**src/rtl/prc_pkg.sv**
```systemverilog
package prc_pkg;
  // number of stages of the rotating register that makes prescaler bit k
  function automatic int ring_len(input int k);
    return 2 ** (k + 1);
  endfunction

  // clocks per prescaler period
  function automatic int pre_period(input int pre_bits);
    return 2 ** pre_bits;
  endfunction

  // width of one slice of the upper counter, given the number of enable copies
  function automatic int slice_width(input int up_w, input int copies);
    return (up_w + copies - 1) / copies;
  endfunction
endpackage

```
**src/rtl/prc_bit_ring.sv**
```systemverilog
module prc_bit_ring #(
  parameter int K = 0
) (
  input  logic clk,
  input  logic clear,
  output logic tap
);
  localparam int LEN  = prc_pkg::ring_len(K);
  localparam int HALF = LEN / 2;
  localparam logic [LEN-1:0] SEED = {{HALF{1'b1}}, {HALF{1'b0}}};

  logic [LEN-1:0] stg;

  // shift toward stage 0; stage 0 is the output tap
  always_ff @(posedge clk or posedge clear) begin
    if (clear) stg <= SEED;
    else       stg <= {stg[0], stg[LEN-1:1]};
  end

  assign tap = stg[0];
endmodule

```
**src/rtl/prc_enable_ring.sv**
```systemverilog
module prc_enable_ring #(
  parameter int LEN    = 16,
  parameter int COPIES = 4
) (
  input  logic              clk,
  input  logic              clear,
  output logic [COPIES-1:0] en
);
  localparam logic [LEN-1:0] SEED = {1'b1, {(LEN-1){1'b0}}};

  // identical one-hot rings, each one driving a single slice of the upper counter
  for (genvar c = 0; c < COPIES; c++) begin : g_copy
    logic [LEN-1:0] stg;
    always_ff @(posedge clk or posedge clear) begin
      if (clear) stg <= SEED;
      else       stg <= {stg[0], stg[LEN-1:1]};
    end
    assign en[c] = stg[0];
  end
endmodule

```
**src/rtl/prc_upper_cnt.sv**
```systemverilog
module prc_upper_cnt #(
  parameter int UP_W   = 28,
  parameter int COPIES = 4
) (
  input  logic              clk,
  input  logic              clear,
  input  logic [COPIES-1:0] en,
  output logic [UP_W-1:0]   value
);
  localparam int SL = prc_pkg::slice_width(UP_W, COPIES);

  logic [UP_W-1:0] nxt;

  // multicycle path: the result is used only once per prescaler period
  assign nxt = value + UP_W'(1);

  for (genvar s = 0; s < COPIES; s++) begin : g_slice
    localparam int LO = s * SL;
    localparam int HI = (LO + SL > UP_W) ? UP_W - 1 : LO + SL - 1;
    if (LO < UP_W) begin : g_used
      always_ff @(posedge clk or posedge clear) begin
        if (clear)      value[HI:LO] <= '0;
        else if (en[s]) value[HI:LO] <= nxt[HI:LO];
      end
    end
  end
endmodule

```
**src/rtl/prc_counter.sv**
```systemverilog
module prc_counter #(
  parameter int WIDTH     = 32,
  parameter int PRE_BITS  = 4,
  parameter int EN_COPIES = 4
) (
  input  logic             clk,
  input  logic             clear,
  output logic [WIDTH-1:0] count
);
  localparam int UP_W   = WIDTH - PRE_BITS;
  localparam int PERIOD = prc_pkg::pre_period(PRE_BITS);

  logic [PRE_BITS-1:0]  low;
  logic [EN_COPIES-1:0] en_vec;
  logic [UP_W-1:0]      upper;

  for (genvar k = 0; k < PRE_BITS; k++) begin : g_low
    prc_bit_ring #(.K(k)) u_ring (
      .clk   (clk),
      .clear (clear),
      .tap   (low[k])
    );
  end

  prc_enable_ring #(.LEN(PERIOD), .COPIES(EN_COPIES)) u_en (
    .clk   (clk),
    .clear (clear),
    .en    (en_vec)
  );

  prc_upper_cnt #(.UP_W(UP_W), .COPIES(EN_COPIES)) u_up (
    .clk   (clk),
    .clear (clear),
    .en    (en_vec),
    .value (upper)
  );

  assign count = {upper, low};
endmodule

```
**config.mk**
```make
export PLATFORM = sky130hd
export DESIGN_NAME = prc_counter
export DESIGN_NICKNAME = d
export VERILOG_FILES = /design/src/rtl/prc_pkg.sv /design/src/rtl/prc_bit_ring.sv /design/src/rtl/prc_enable_ring.sv /design/src/rtl/prc_upper_cnt.sv /design/src/rtl/prc_counter.sv
export SDC_FILE = /design/constraint.sdc
export NUM_CORES = 1
export LEC_CHECK = 0
export BUFFER_PORTS_ARGS = -buffer_cell sky130_fd_sc_hd__buf_2
export CAP_MARGIN = 0
export CORE_ASPECT_RATIO = 1.25
export CORE_MARGIN = 3
export CORE_UTILIZATION = 50
export CTS_CLUSTER_DIAMETER = 200
export DETAILED_ROUTE_END_ITERATION = 16
export GPL_TIMING_DRIVEN = 0
export PLACE_DENSITY = 0.65
export SYNTH_ARGS = -nofsm -noshare
export SYNTH_HDL_FRONTEND = slang
export SYNTH_HIERARCHICAL = 1
export SYNTH_SLANG_ARGS = --single-unit
```
**constraint.sdc**
```tcl
create_clock -name clk -period 6.2 [get_ports clk]
set_input_delay 1.24 -clock clk [delete_from_list [all_inputs] [get_ports clk]]
set_output_delay 1.24 -clock clk [all_outputs]
set_load 0.02 [all_outputs]
```
==> results of run 1 <==
-- power by group --
group	total, uW	internal (uW)	switching, uW
Sequential	798	798	0
Combinational	16.6	1.80	14.8
Clock	977	642	335
Total	1790	1440	349
-- placed cells by master (no fill, tap or decap), drive strengths merged --
| cell | count |
|---|---|
| mux2 | 1 |
| nor4 | 3 |
| clkinvlp | 4 |
| and3 | 3 |
| nor3 | 1 |
| xnor2 | 24 |
| dfrtp | 103 |
| and4 | 1 |
| nand4 | 16 |
| xor2 | 3 |
| inv | 6 |
| dfstp | 19 |
| and2 | 3 |
| nor2 | 8 |
| buf | 38 |
| bufinv | 3 |
| nand2 | 7 |
| clkinv | 4 |
| ha | 1 |
| clkbuf | 21 |
| nand3 | 13 |
-- cells by family (layout without fill, tap and decap cells) --
group / Yosys count / in the layout / share of synthesized area
mux: 1 / 1 / 0.003000
buf+inv: 10 / 76 / 0.01400
flops: 122 / 122 / 0.8197
simple gates: 55 / 55 / 0.09700
xor+xnor: 27 / 27 / 0.06300
fa+ha+maj: 1 / 1 / 0.003333
-- flip-flops by register name, indices dropped and copies added (netlist names) --
signal            flops
g_low.u_ring/stg     30
u_en/g_copy.stg      64
u_up/value           28
-- layer usage --
layer	vias to the layer above	part of all wire
li1	820	-
met1	953	0.46
met5	-	0
met2	43	0.49
met3	7	0.038
met4	0	0.013
-- area by class of cell --
| type | instances | area (sq um) | area share |
|---|---|---|---|
| multi-input cells | 84 | 624.3 | 0.1341 |
| inverters | 6 | 22.52 | 0.004839 |
| flip-flops and latches | 122 | 3077 | 0.6610 |
| well taps | 90 | 112.6 | 0.02419 |
| clock inverters | 11 | 143.9 | 0.03091 |
| repair buffers | 34 | 185.2 | 0.03979 |
| plain buffers | 4 | 30.03 | 0.006452 |
| clock buffers | 21 | 459.2 | 0.09866 |
-- per-stage QoR --
stage | total power [uW] | instances | utilization | setup slack, ns | area [sq um]
detailed placement | 828.6 | 340 | 0.5703 | 3.852 | 4051
global route | 1857 | 372 | 0.6552 | 3.693 | 4654
CTS | 1812 | 372 | 0.6552 | 3.737 | 4654
finish | 1791 | 372 | 0.6552 | 3.770 | 4654
global placement | 826.4 | 339 | 0.5675 | 2.837 | 4031
floorplan | 822.7 | 216 | - | 3.369 | 3754
-- final timing paths --
check / from / to / depth (start not counted)
hold reg to reg: u_en/g_copy[3].stg[14] / u_en/g_copy[3].stg[13] / 0
hold / removal: u_en/g_copy[3].stg[14] / u_en/g_copy[3].stg[13] / 0
min in group asynchronous: clear / g_low[0].u_ring/stg[0] / 2
setup / recovery: u_up/value[2] / count[6] / 1
max in group asynchronous: clear / u_up/value[21] / 2
setup reg to reg: u_up/value[0] / u_up/value[14] / 5
==> impl_metrics.sql, run 1 <==
INSERT INTO impl_metrics (metric_group, metric, value, unit) VALUES
('global_route', 'first_pass_grt_wire_length', '9804', 'um'),
('route', 'route.vias.total', '1823', ''),
('synth', 'ys_dominant_reg_cell', 'dfrtp_1', ''),
('cts', 'root_buffer', 'clkbuf_8', ''),
('synth', 'post_synth_instance_area', '3754', 'sq um'),
('synth', 'ys_seq_area_frac', '0.8197', ''),
('floorplan', 'dieHeight', '102.9', 'um'),
('synth', 'yosys_warnings', '6', ''),
('setup_path', 'ff2ff_setup_slack', '4.57', 'ns'),
('layout', 'area.growth.synth_to_final', '24.00', '%'),
('setup_path', 'critical_path_class', 'reg2out', ''),
('sta', 'timing_max_transition_violations_final', '0', ''),
('route', 'route.detailed.vias_per_inst', '4.901', ''),
('sta', 'setup-tns-final', '0', 'ns'),
('global_route', 'grt_util_met2', '0.2370', ''),
('sta', 'report.final.setup_viol', '0', ''),
('global_route', 'globalRoute.busiestLayer', 'met2', ''),
('global_route', 'grt_max_degree', '49', ''),
('setup_path', 'startpoint_type', 'flop', ''),
('floorplan', 'floorplan.io_pins', '34', ''),
('placement', 'finalWeightedCongestion', '0.6980', ''),
('setup_path', 'crit_slowest_cell', 'dfrtp_1', ''),
('floorplan', 'die_width', '83.50', 'um'),
('route', 'drt-initial-drc-count', '111', ''),
('sta', 'worst_slew_pin_slew', '1.060', 'ns'),
('synth', 'synth_seq_cells', '122', ''),
('floorplan', 'start_util', '0.5284', ''),
('synth', 'syn_nets', '219', ''),
('cts', 'clock_input_transition_at_the_sequential_cells_of_the_worst_setup_and_hold_paths', '0.06', 'ns'),
('synth', 'synth_enable_flop_cells', '0', ''),
('job', 'drv_cap', '0', ''),
('layout', 'fillers', '494', ''),
('cts', 'cts-resized-gates', '0', ''),
('setup_path', 'crit_path_max_incr_delay', '0.48', 'ns'),
('synth', 'yosys.area.top_type', 'dfrtp_1', ''),
('sta', 'period_minus_slack', '2.430', 'ns'),
('sta', 'period_share', '0.3920', ''),
('cts', 'hold_buffers', '0', ''),
('global_route', 'grtUsageMet1', '0.1942', ''),
('route', 'drc_viols', '0', ''),
('floorplan', 'placeableCoreArea', '7104', 'sq um'),
('route', 'antenna_violating_nets_post_route', '0', ''),
('route', 'detail_route.wl_per_cell', '15.55', 'um'),
('setup_path', 'cp_max_fo', '7', ''),
('synth', 'synth.avg_cell_area', '17.38', 'sq um'),
('cts', 'ctsHtreeMaxLevel', '4', ''),
('cts', 'cts_post_setup_buffers_inserted', '0', ''),
('setup_path', 'worst-endpoint-arrival', '1.19', 'ns'),
('sta', 'final.hold.worst_slack', '0.3378', 'ns'),
('layout', 'drive_gt1_frac', '0.3582', ''),
('sta', 'slew_headroom', '0.2929', ''),
('synth', 'synth_cells', '216', ''),
('sta', 'grt_setup_unrepaired', 'false', ''),
('outcome', 'status', 'finished clean', ''),
('route', 'drt-pass1-iter-count', '4', ''),
('sta', 'timing.clock.skew', '0.008569', 'ns'),
('cts', 'clkSinkCount', '122', ''),
('setup_path', 'critPathBufInv', '1', ''),
('cts', 'cts-root-to-sink-buffers', '2', ''),
('synth', 'commonest_cells_in_the_netlist', '103 x dfrtp_1, 24 x xnor2_1, 19 x dfstp_2, 13 x nand4_1, 12 x nand3_1', ''),
('floorplan', 'dieArea', '8589', 'sq um'),
('global_route', 'number_of_antenna_violations_at_the_first_check_in_global_routing', '0', ''),
('sta', 'final_hold_viol_count', '0', ''),
('global_route', 'gr-total-overflow', '0', ''),
('power', 'irDropWorstVdd', '343.3', 'uV'),
('setup_path', 'endpoint_kind', 'output port', ''),
('route', 'routed_wirelength', '5784', 'um'),
('synth', 'synth.most_common_cell', 'dfrtp_1', ''),
('cts', 'clock_latency', '0.49', 'ns'),
('setup_path', 'path_cells', 'buf_2', ''),
('placement', 'buffer_ports.inserted', '33', '');
No activity file was read; power rests on OpenSTA's default activity.
==> run 2: changes to the inputs <==
--- a/config.mk
+++ b/config.mk
@@ -5,6 +5,7 @@
 export SDC_FILE = /design/constraint.sdc
 export NUM_CORES = 1
 export LEC_CHECK = 0
+export ABC_AREA = 1
 export BUFFER_PORTS_ARGS = -buffer_cell sky130_fd_sc_hd__buf_2
 export CAP_MARGIN = 0
 export CORE_ASPECT_RATIO = 1.25
@@ -13,7 +14,7 @@
 export CTS_CLUSTER_DIAMETER = 200
 export DETAILED_ROUTE_END_ITERATION = 16
 export GPL_TIMING_DRIVEN = 0
-export PLACE_DENSITY = 0.65
+export PLACE_DENSITY = 0.67
 export SYNTH_ARGS = -nofsm -noshare
 export SYNTH_HDL_FRONTEND = slang
 export SYNTH_HIERARCHICAL = 1
==> constraint.sdc (replaced) <==
create_clock -name clk -period 2.2 [get_ports clk]
set_input_delay 0.44 -clock clk [delete_from_list [all_inputs] [get_ports clk]]
set_output_delay 0.44 -clock clk [all_outputs]
set_load 0.02 [all_outputs]
==> impl_metrics.sql, run 2 <==
INSERT INTO impl_metrics (metric_group, metric, value, unit) VALUES
('setup_path', 'timing.critical_path.required', '1.76', 'ns'),
('global_route', 'gr-total-overflow', '0', ''),
('sta', 'final_hold_viol_count', '0', ''),
('cts', 'cts-root-to-sink-buffers', '2', ''),
('layout', 'final_nets', '378', ''),
('setup_path', 'ff2ff_path_depth', '8', ''),
('sta', 'final.hold.worst_slack', '0.3403', 'ns'),
('synth', 'yosys_warnings', '6', ''),
('power', 'intPower', '3955', 'uW'),
('power', 'seq_power_share', '0.460', ''),
('placement', 'placement.setup.worst_slack', '0.6471', 'ns'),
('route', 'drt-pass1-iter-count', '7', ''),
('route', 'detail_route.wl_per_cell', '13.41', 'um'),
('power', 'power.density', '985.8', 'nW/um^2'),
('power', 'pwr-share-comb', '0.010', ''),
('setup_path', 'r2r_end', 'u_up/value[16]', ''),
('layout', 'multi_input_area', '819.5', 'sq um'),
('floorplan', 'dieArea', '9266', 'sq um'),
('global_route', 'grt_util_met2', '0.2352', ''),
('cts', 'clock_latency', '0.51', 'ns'),
('floorplan', 'dieHeight', '106.9', 'um'),
('layout', 'antennaDiodeCount', '0', ''),
('sta', 'timing.clock.skew', '0.01200', 'ns'),
('hold_path', 'holdPathStages', '0', ''),
('route', 'route.vias.total', '2302', ''),
('layout', 'fillers', '590', ''),
('hold_path', 'timing.hold.worst.start', 'u_en/g_copy[1].stg[5]', ''),
('setup_path', 'worst_path_dominant_cell_family', 'flip-flops', ''),
('global_route', 'first_global_vias', '2405', ''),
('layout', 'final_common_cell', 'dfrtp_1', ''),
('route', 'route.detailed.vias_per_inst', '4.766', ''),
('hold_path', 'holdPathEnd', 'u_en/g_copy[1].stg[4]', ''),
('synth', 'ys_dominant_reg_cell', 'dfrtp_1', ''),
('route', 'drt-initial-drc-count', '58', ''),
('cts', 'cts-resized-gates', '0', ''),
('sta', 'grt_setup_unrepaired', 'false', ''),
('synth', 'synth_seq_cells', '122', ''),
('global_route', 'first_pass_grt_wire_length', '11270', 'um'),
('global_route', 'globalRoute.busiestLayer', 'met2', ''),
('global_route', 'grtUsageMet1', '0.2113', ''),
('synth', 'synth.distinct_cells', '22', ''),
('setup_path', 'crit_slowest_cell', 'dfrtp_1', ''),
('sta', 'slew_headroom', '0.2521', ''),
('floorplan', 'floorplan.io_pins', '34', ''),
('hold_path', 'hp-class', 'reg2reg', ''),
('setup_path', 'endpoint_kind', 'output port', ''),
('power', 'irDropWorstVdd', '612.2', 'uV'),
('synth', 'post_synth_instance_area', '4070', 'sq um'),
('synth', 'ys_top_cells_by_area', 'dfrtp_1 63%, dfstp_2 12%, nand2_1 6.2%, inv_1 3.0%, nor2_1 2.4%', ''),
('synth', 'synth_cells', '321', ''),
('layout', 'biggest_regs', 'u_en/g_copy.stg x64, g_low.u_ring/stg x30, u_up/value x28', ''),
('route', 'antenna_violating_nets_post_route', '0', ''),
('sta', 'report.final.setup_viol', '0', ''),
('synth', 'synth_enable_flop_cells', '0', ''),
('cts', 'clock_input_transition_at_the_sequential_cells_of_the_worst_setup_and_hold_paths', '0.05', 'ns'),
('synth', 'synth-async-reset-ratio', '1.000', ''),
('placement', 'dp.final_hpwl', '4105', 'um'),
('floorplan', 'placeableCoreArea', '7838', 'sq um'),
('setup_path', 'critPathBufInv', '1', ''),
('global_route', 'grt_max_degree', '49', ''),
('power', 'total_power', '4892', 'uW'),
('cts', 'ctsHtreeMaxLevel', '4', ''),
('floorplan', 'die_width', '86.70', 'um'),
('layout', 'most-common-layout-cells', '103 x dfrtp_1, 67 x nand2_1, 33 x buf_2, 32 x inv_1, 26 x nor2_1', ''),
('synth', 'commonest_cells_in_the_netlist', '103 x dfrtp_1, 67 x nand2_1, 33 x inv_1, 26 x nor2_1, 19 x dfstp_2', ''),
('outcome', 'status', 'finished clean', ''),
('setup_path', 'startpoint_type', 'flop', ''),
('route', 'routed_wirelength', '6478', 'um'),
('layout', 'area.growth.synth_to_final', '21.92', '%'),
('global_route', 'number_of_antenna_violations_at_the_first_check_in_global_routing', '0', ''),
('setup_path', 'critical_path_class', 'reg2out', ''),
('synth', 'synth.avg_cell_area', '12.68', 'sq um'),
('power', 'power.net_switching', '936.3', 'uW'),
('route', 'drc_viols', '0', ''),
('sta', 'period_share', '0.7287', ''),
('setup_path', 'timing.rr.start', 'u_up/value[1]', ''),
('layout', 'drive_gt1_frac', '0.2861', ''),
('floorplan', 'start_util', '0.5193', ''),
('sta', 'timing_max_transition_violations_final', '0', ''),
('synth', 'synth.most_common_cell', 'dfrtp_1', ''),
('placement', 'place_area', '4374', 'sq um'),
('layout', 'register_area', '3077', 'sq um'),
('setup_path', 'path_cells', 'buf_2', ''),
('power', 'swShare', '0.1914', ''),
('placement', 'finalWeightedCongestion', '0.8685', ''),
('placement', 'buffer_ports.inserted', '33', ''),
('layout', 'finalInstanceArea', '4962', 'sq um'),
('cts', 'root_buffer', 'clkbuf_8', ''),
('cts', 'cts_buffers', '17', ''),
('sta', 'setup_ws', '0.5969', 'ns'),
('job', 'drv_cap', '0', ''),
('setup_path', 'cp_max_fo', '6', ''),
('power', 'power_leakage', '0.002543', 'uW'),
('sta', 'setup-tns-final', '0', 'ns'),
('sta', 'fmax', '623.8', 'MHz'),
('setup_path', 'ff2ff_setup_slack', '0.74', 'ns'),
('sta', 'worst_slew_pin_slew', '1.121', 'ns'),
('sta', 'period_minus_slack', '1.603', 'ns'),
('synth', 'yosys.area.top_type', 'dfrtp_1', ''),
('global_route', 'met3_demand_to_capacity_share_in_global_routing', '0.06380', ''),
('synth', 'yosysTopAreaCellShare', '0.6333', ''),
('cts', 'clkSinkCount', '122', ''),
('synth', 'ys_seq_area_frac', '0.7559', ''),
('power', 'power_frac_clock', '0.531', ''),
('floorplan', 'fp-row-count', '36', ''),
('cts', 'tritoncts', 'built', ''),
('synth', 'syn_nets', '324', ''),
('global_route', 'grt_usage', '0.1643', ''),
('layout', 'largest_reg_flops', '64', ''),
('layout', 'top_register', 'u_en/g_copy.stg', ''),
('setup_path', 'worst-endpoint-arrival', '1.16', 'ns'),
('setup_path', 'crit_path_max_incr_delay', '0.45', 'ns');
## run 2: cell types whose count changed after synthesis, sizes merged, moves of 3 or more
| cell | change |
|---|---|
| nor4 | -3 |
| and2 | -3 |
| nand2 | +65 |
| nand3 | +4 |
| nand4 | -6 |
| xor2 | +7 |
| and3 | -3 |
| inv | +31 |
| xnor2 | -19 |
| nor2 | +29 |
## run 2: layout make-up
class / instances / share of cell area
inverter: 37 / 0.02900
timing repair buffer: 35 / 0.03933
sequential: 122 / 0.6200
clock buffer: 26 / 0.1044
multi-input combinational: 158 / 0.1652
clock inverter: 6 / 0.01210
tap: 95 / 0.02395
buffer: 4 / 0.006051
## run 2: timing repair
item | 4_1_cts | 5_1_grt
hold endpoints to repair | 23 | 0
buffers inserted | 0 | 0
hold buffers | 1 | 0
## run 2: cells by family (layout without fill, tap and decap cells)
group | Yosys count | in the layout | synth area share
adder cells (fa/ha/maj) | 1 | 1 | 0.003074
XOR/XNOR | 15 | 15 | 0.03228
buffers and inverters | 41 | 108 | 0.04273
AO/OA/AOI/OAI | 1 | 1 | 0.002152
AND/OR/NAND/NOR | 141 | 141 | 0.1638
flip-flops | 122 | 122 | 0.7559
## run 2: how the worst max path moves through the flow
stage / start / cells past startpoint / end
2_1_floorplan: clear / 1 / u_en/g_copy[0].stg[0]
3_3_place_gp: clear / 2 / u_en/g_copy[3].stg[12]
3_5_place_dp: clear / 2 / u_up/value[22]
4_1_cts: u_up/value[17] / 1 / count[21]
5_1_grt: clear / 3 / u_up/value[18]
6_report: u_up/value[16] / 1 / count[20]
## run 2: stage by stage
| stage | util | cells |
|---|---|---|
| after floorplan | - | 321 |
| final | 0.6331 | 483 |
| after CTS | 0.6331 | 483 |
| after global routing | 0.6331 | 483 |
| after global placement | 0.5556 | 449 |
| after detailed placement | 0.5581 | 450 |
## run 2: metal layers
metal / routed length (um) / vias to the layer above
li1: - / 1094
met1: 2959 / 1138
met2: 3005 / 48
met3: 279 / 22
met4: 234 / 0
met5: 0 / -
## run 2: power groups by stage
stage	Clock (uW)	Sequential [uW]	Combinational (uW)
after floorplan	0	2290	33.1
after global placement	0	2290	43.8
after detailed placement	0	2290	50.2
after CTS	2660	2250	51.5
after global routing	2780	2250	57.5
final	2600	2250	47.9
==> run 3: changes to the inputs <==
--- a/config.mk
+++ b/config.mk
@@ -5,7 +5,7 @@
 export SDC_FILE = /design/constraint.sdc
 export NUM_CORES = 1
 export LEC_CHECK = 0
-export ABC_AREA = 1
+export ABC_AREA = 0
 export BUFFER_PORTS_ARGS = -buffer_cell sky130_fd_sc_hd__buf_2
 export CAP_MARGIN = 0
 export CORE_ASPECT_RATIO = 1.25
@@ -14,7 +14,7 @@
 export CTS_CLUSTER_DIAMETER = 200
 export DETAILED_ROUTE_END_ITERATION = 16
 export GPL_TIMING_DRIVEN = 0
-export PLACE_DENSITY = 0.67
+export PLACE_DENSITY = 0.68
 export SYNTH_ARGS = -nofsm -noshare
 export SYNTH_HDL_FRONTEND = slang
 export SYNTH_HIERARCHICAL = 1
==> constraint.sdc (replaced) <==
create_clock -name clk -period 1.4 [get_ports clk]
set_input_delay 0.28 -clock clk [delete_from_list [all_inputs] [get_ports clk]]
set_output_delay 0.28 -clock clk [all_outputs]
set_load 0.02 [all_outputs]
==> impl_metrics.sql, run 3 (same netlist as run 1, synthesis figures left out) <==
INSERT INTO impl_metrics (metric_group, metric, value, unit) VALUES
('placement', 'buffer_ports.inserted', '33', ''),
('outcome', 'failed_checks', 'negative setup slack', ''),
('layout', 'biggest_regs', 'u_en/g_copy.stg x64, g_low.u_ring/stg x30, u_up/value x28', ''),
('route', 'routed_wirelength', '7137', 'um'),
('power', 'seq_power_share', '0.429', ''),
('floorplan', 'floorplan.io_pins', '34', ''),
('floorplan', 'placeableCoreArea', '7104', 'sq um'),
('sta', 'slew_headroom', '0.2820', ''),
('sta', 'fmax', '710.8', 'MHz'),
('floorplan', 'die_width', '83.50', 'um'),
('power', 'irDropWorstVdd', '1214', 'uV'),
('sta', 'timing_max_transition_violations_final', '0', ''),
('cts', 'cts_buffers', '17', ''),
('hold_path', 'hp-class', 'in2async', ''),
('sta', 'report.final.setup_viol', '2', ''),
('sta', 'setup-tns-final', '-0.007837', 'ns'),
('power', 'power_leakage', '0.002634', 'uW'),
('power', 'pwr-share-comb', '0.010', ''),
('layout', 'area.growth.synth_to_final', '39.57', '%'),
('placement', 'placement.setup.worst_slack', '-0.1641', 'ns'),
('power', 'power.density', '1573', 'nW/um^2'),
('layout', 'antennaDiodeCount', '0', ''),
('layout', 'most-common-layout-cells', '88 x dfrtp_1, 39 x buf_4, 24 x xnor2_1, 21 x buf_6, 19 x dfstp_2', ''),
('global_route', 'first_global_vias', '2182', ''),
('sta', 'period_share', '1.005', ''),
('sta', 'grt_setup_unrepaired', 'true', ''),
('route', 'drc_viols', '0', ''),
('setup_path', 'endpoint_kind', 'flop', ''),
('floorplan', 'start_util', '0.5284', ''),
('setup_path', 'timing.critical_path.required', '1.81', 'ns'),
('global_route', 'grt_max_degree', '65', ''),
('route', 'antenna_violating_nets_post_route', '0', ''),
('layout', 'final_nets', '309', ''),
('setup_path', 'worst-endpoint-arrival', '1.82', 'ns'),
('route', 'detail_route.wl_per_cell', '17.45', 'um'),
('layout', 'largest_reg_flops', '64', ''),
('floorplan', 'dieArea', '8589', 'sq um'),
('cts', 'tritoncts', 'built', ''),
('cts', 'clock_latency', '0.50', 'ns'),
('power', 'swShare', '0.1902', ''),
('route', 'drt-pass1-iter-count', '4', ''),
('route', 'route.vias.total', '2027', ''),
('cts', 'root_buffer', 'clkbuf_8', ''),
('cts', 'clkSinkCount', '122', ''),
('global_route', 'grt_usage', '0.1769', ''),
('global_route', 'gr-total-overflow', '0', ''),
('layout', 'final_common_cell', 'dfrtp_1', ''),
('sta', 'period_minus_slack', '1.407', 'ns'),
('placement', 'dp.final_hpwl', '3336', 'um'),
('floorplan', 'fp-row-count', '34', ''),
('layout', 'drive_gt1_frac', '0.4922', ''),
('cts', 'cts-root-to-sink-buffers', '2', ''),
('cts', 'ctsHtreeMaxLevel', '4', ''),
('global_route', 'number_of_antenna_violations_at_the_first_check_in_global_routing', '0', ''),
('sta', 'final_hold_viol_count', '0', ''),
('power', 'power_frac_clock', '0.562', ''),
('power', 'power.net_switching', '1567', 'uW'),
('layout', 'top_register', 'u_en/g_copy.stg', ''),
('route', 'route.detailed.vias_per_inst', '4.956', ''),
('cts', 'clock_input_transition_at_the_sequential_cells_of_the_worst_setup_and_hold_paths', '0.06', 'ns'),
('setup_path', 'cp_max_fo', '8', ''),
('placement', 'finalWeightedCongestion', '0.7098', ''),
('setup_path', 'startpoint_type', 'flop', ''),
('sta', 'setup_ws', '-0.006826', 'ns'),
('floorplan', 'dieHeight', '102.9', 'um'),
('global_route', 'first_pass_grt_wire_length', '11130', 'um'),
('setup_path', 'critical_path_class', 'reg2reg', ''),
('route', 'drt-initial-drc-count', '82', ''),
('sta', 'timing.clock.skew', '0.01000', 'ns'),
('job', 'drv_cap', '0', ''),
('outcome', 'status', 'finished, violations left', ''),
('sta', 'worst_slew_pin_slew', '1.076', 'ns'),
('power', 'intPower', '6672', 'uW');
run 3: cell count changes in the layout (fill, tap and decap cells not counted), sizes merged, moves of 4 or more:
cell	change
xor2	-7
clkbuf	-5
xnor2	+19
inv	-32
nand4	+6
nor2	-29
buf	+35
nand3	-4
nand2	-65
run 3: what timing repair did:
action,4_1_cts,5_1_grt
setup endpoints to repair,35,33
pin swaps,3,14
gates resized for setup,47,21
setup buffers,21,14
hold buffers,1,1
hold endpoints to repair,18,15
run 3: path summary, 6_finish.rpt:
| check | startpoint | end | slack, ns | depth (start not counted) |
|---|---|---|---|---|
| worst max-delay path | u_up/value[1] | u_up/value[22] | -0.007 | 5 |
| worst min-delay path | clear | u_up/value[8] | 0.06 | 2 |
| worst max register to register | u_up/value[1] | u_up/value[22] | -0.007 | 5 |
| worst min register to register | u_en/g_copy[3].stg[7] | u_en/g_copy[3].stg[6] | 0.34 | 0 |
| max in group asynchronous | clear | u_en/g_copy[0].stg[15] | 0.40 | 4 |
| min in group clk | u_en/g_copy[3].stg[7] | u_en/g_copy[3].stg[6] | 0.34 | 0 |
run 3: worst max-delay path, stage by stage, from the launching register on:
cell and delay [ns]:
dfrtp_2 0.45, ha_4 0.18, nand3_4 0.09, nor2_4 0.22, nand4_1 0.16, xnor2_1 0.22
run 3: layout make-up:
cell class | count | area, sq um
Sequential cell | 122 | 3095
Fill cell | 399 | 1866
Multi-Input combinational cell | 84 | 730.7
Timing Repair Buffer | 71 | 599.3
Clock buffer | 21 | 480.5
Clock inverter | 11 | 163.9
Tap cell | 90 | 112.6
Buffer | 4 | 30.03
Inverter | 6 | 26.28
run 3: power by group through the flow:
stage / clock network (uW) / registers (uW) / logic (uW)
6_report: 4630 / 3530 / 80.4
5_1_grt: 4910 / 3530 / 94.7
4_1_cts: 4720 / 3530 / 76.5
3_5_place_dp: 0 / 3590 / 72.2
3_3_place_gp: 0 / 3590 / 69.3
2_1_floorplan: 0 / 3590 / 52.6
run 3: routing by layer:
layer | GRT usage | up-vias | part of all wire
met5 | 0 | - | 0
met4 | 0.08911 | 0 | 0.022
met3 | 0.05835 | 16 | 0.039
met2 | 0.2790 | 52 | 0.50
met1 | 0.2234 | 1060 | 0.44
li1 | - | 899 | -
run 3: per-stage QoR:
step	instances	hold slack [ns]	power, uW	instance area (sq um)	util
6_report	409	0.05886	8239	5239	0.7374
5_1_grt	409	0.1558	8531	5239	0.7374
4_1_cts	393	0.1078	8326	5034	0.7085
3_5_place_dp	339	0.2025	3664	4043	0.5690
3_3_place_gp	339	0.2019	3661	4043	0.5690
2_1_floorplan	216	0.02046	3644	3765	-
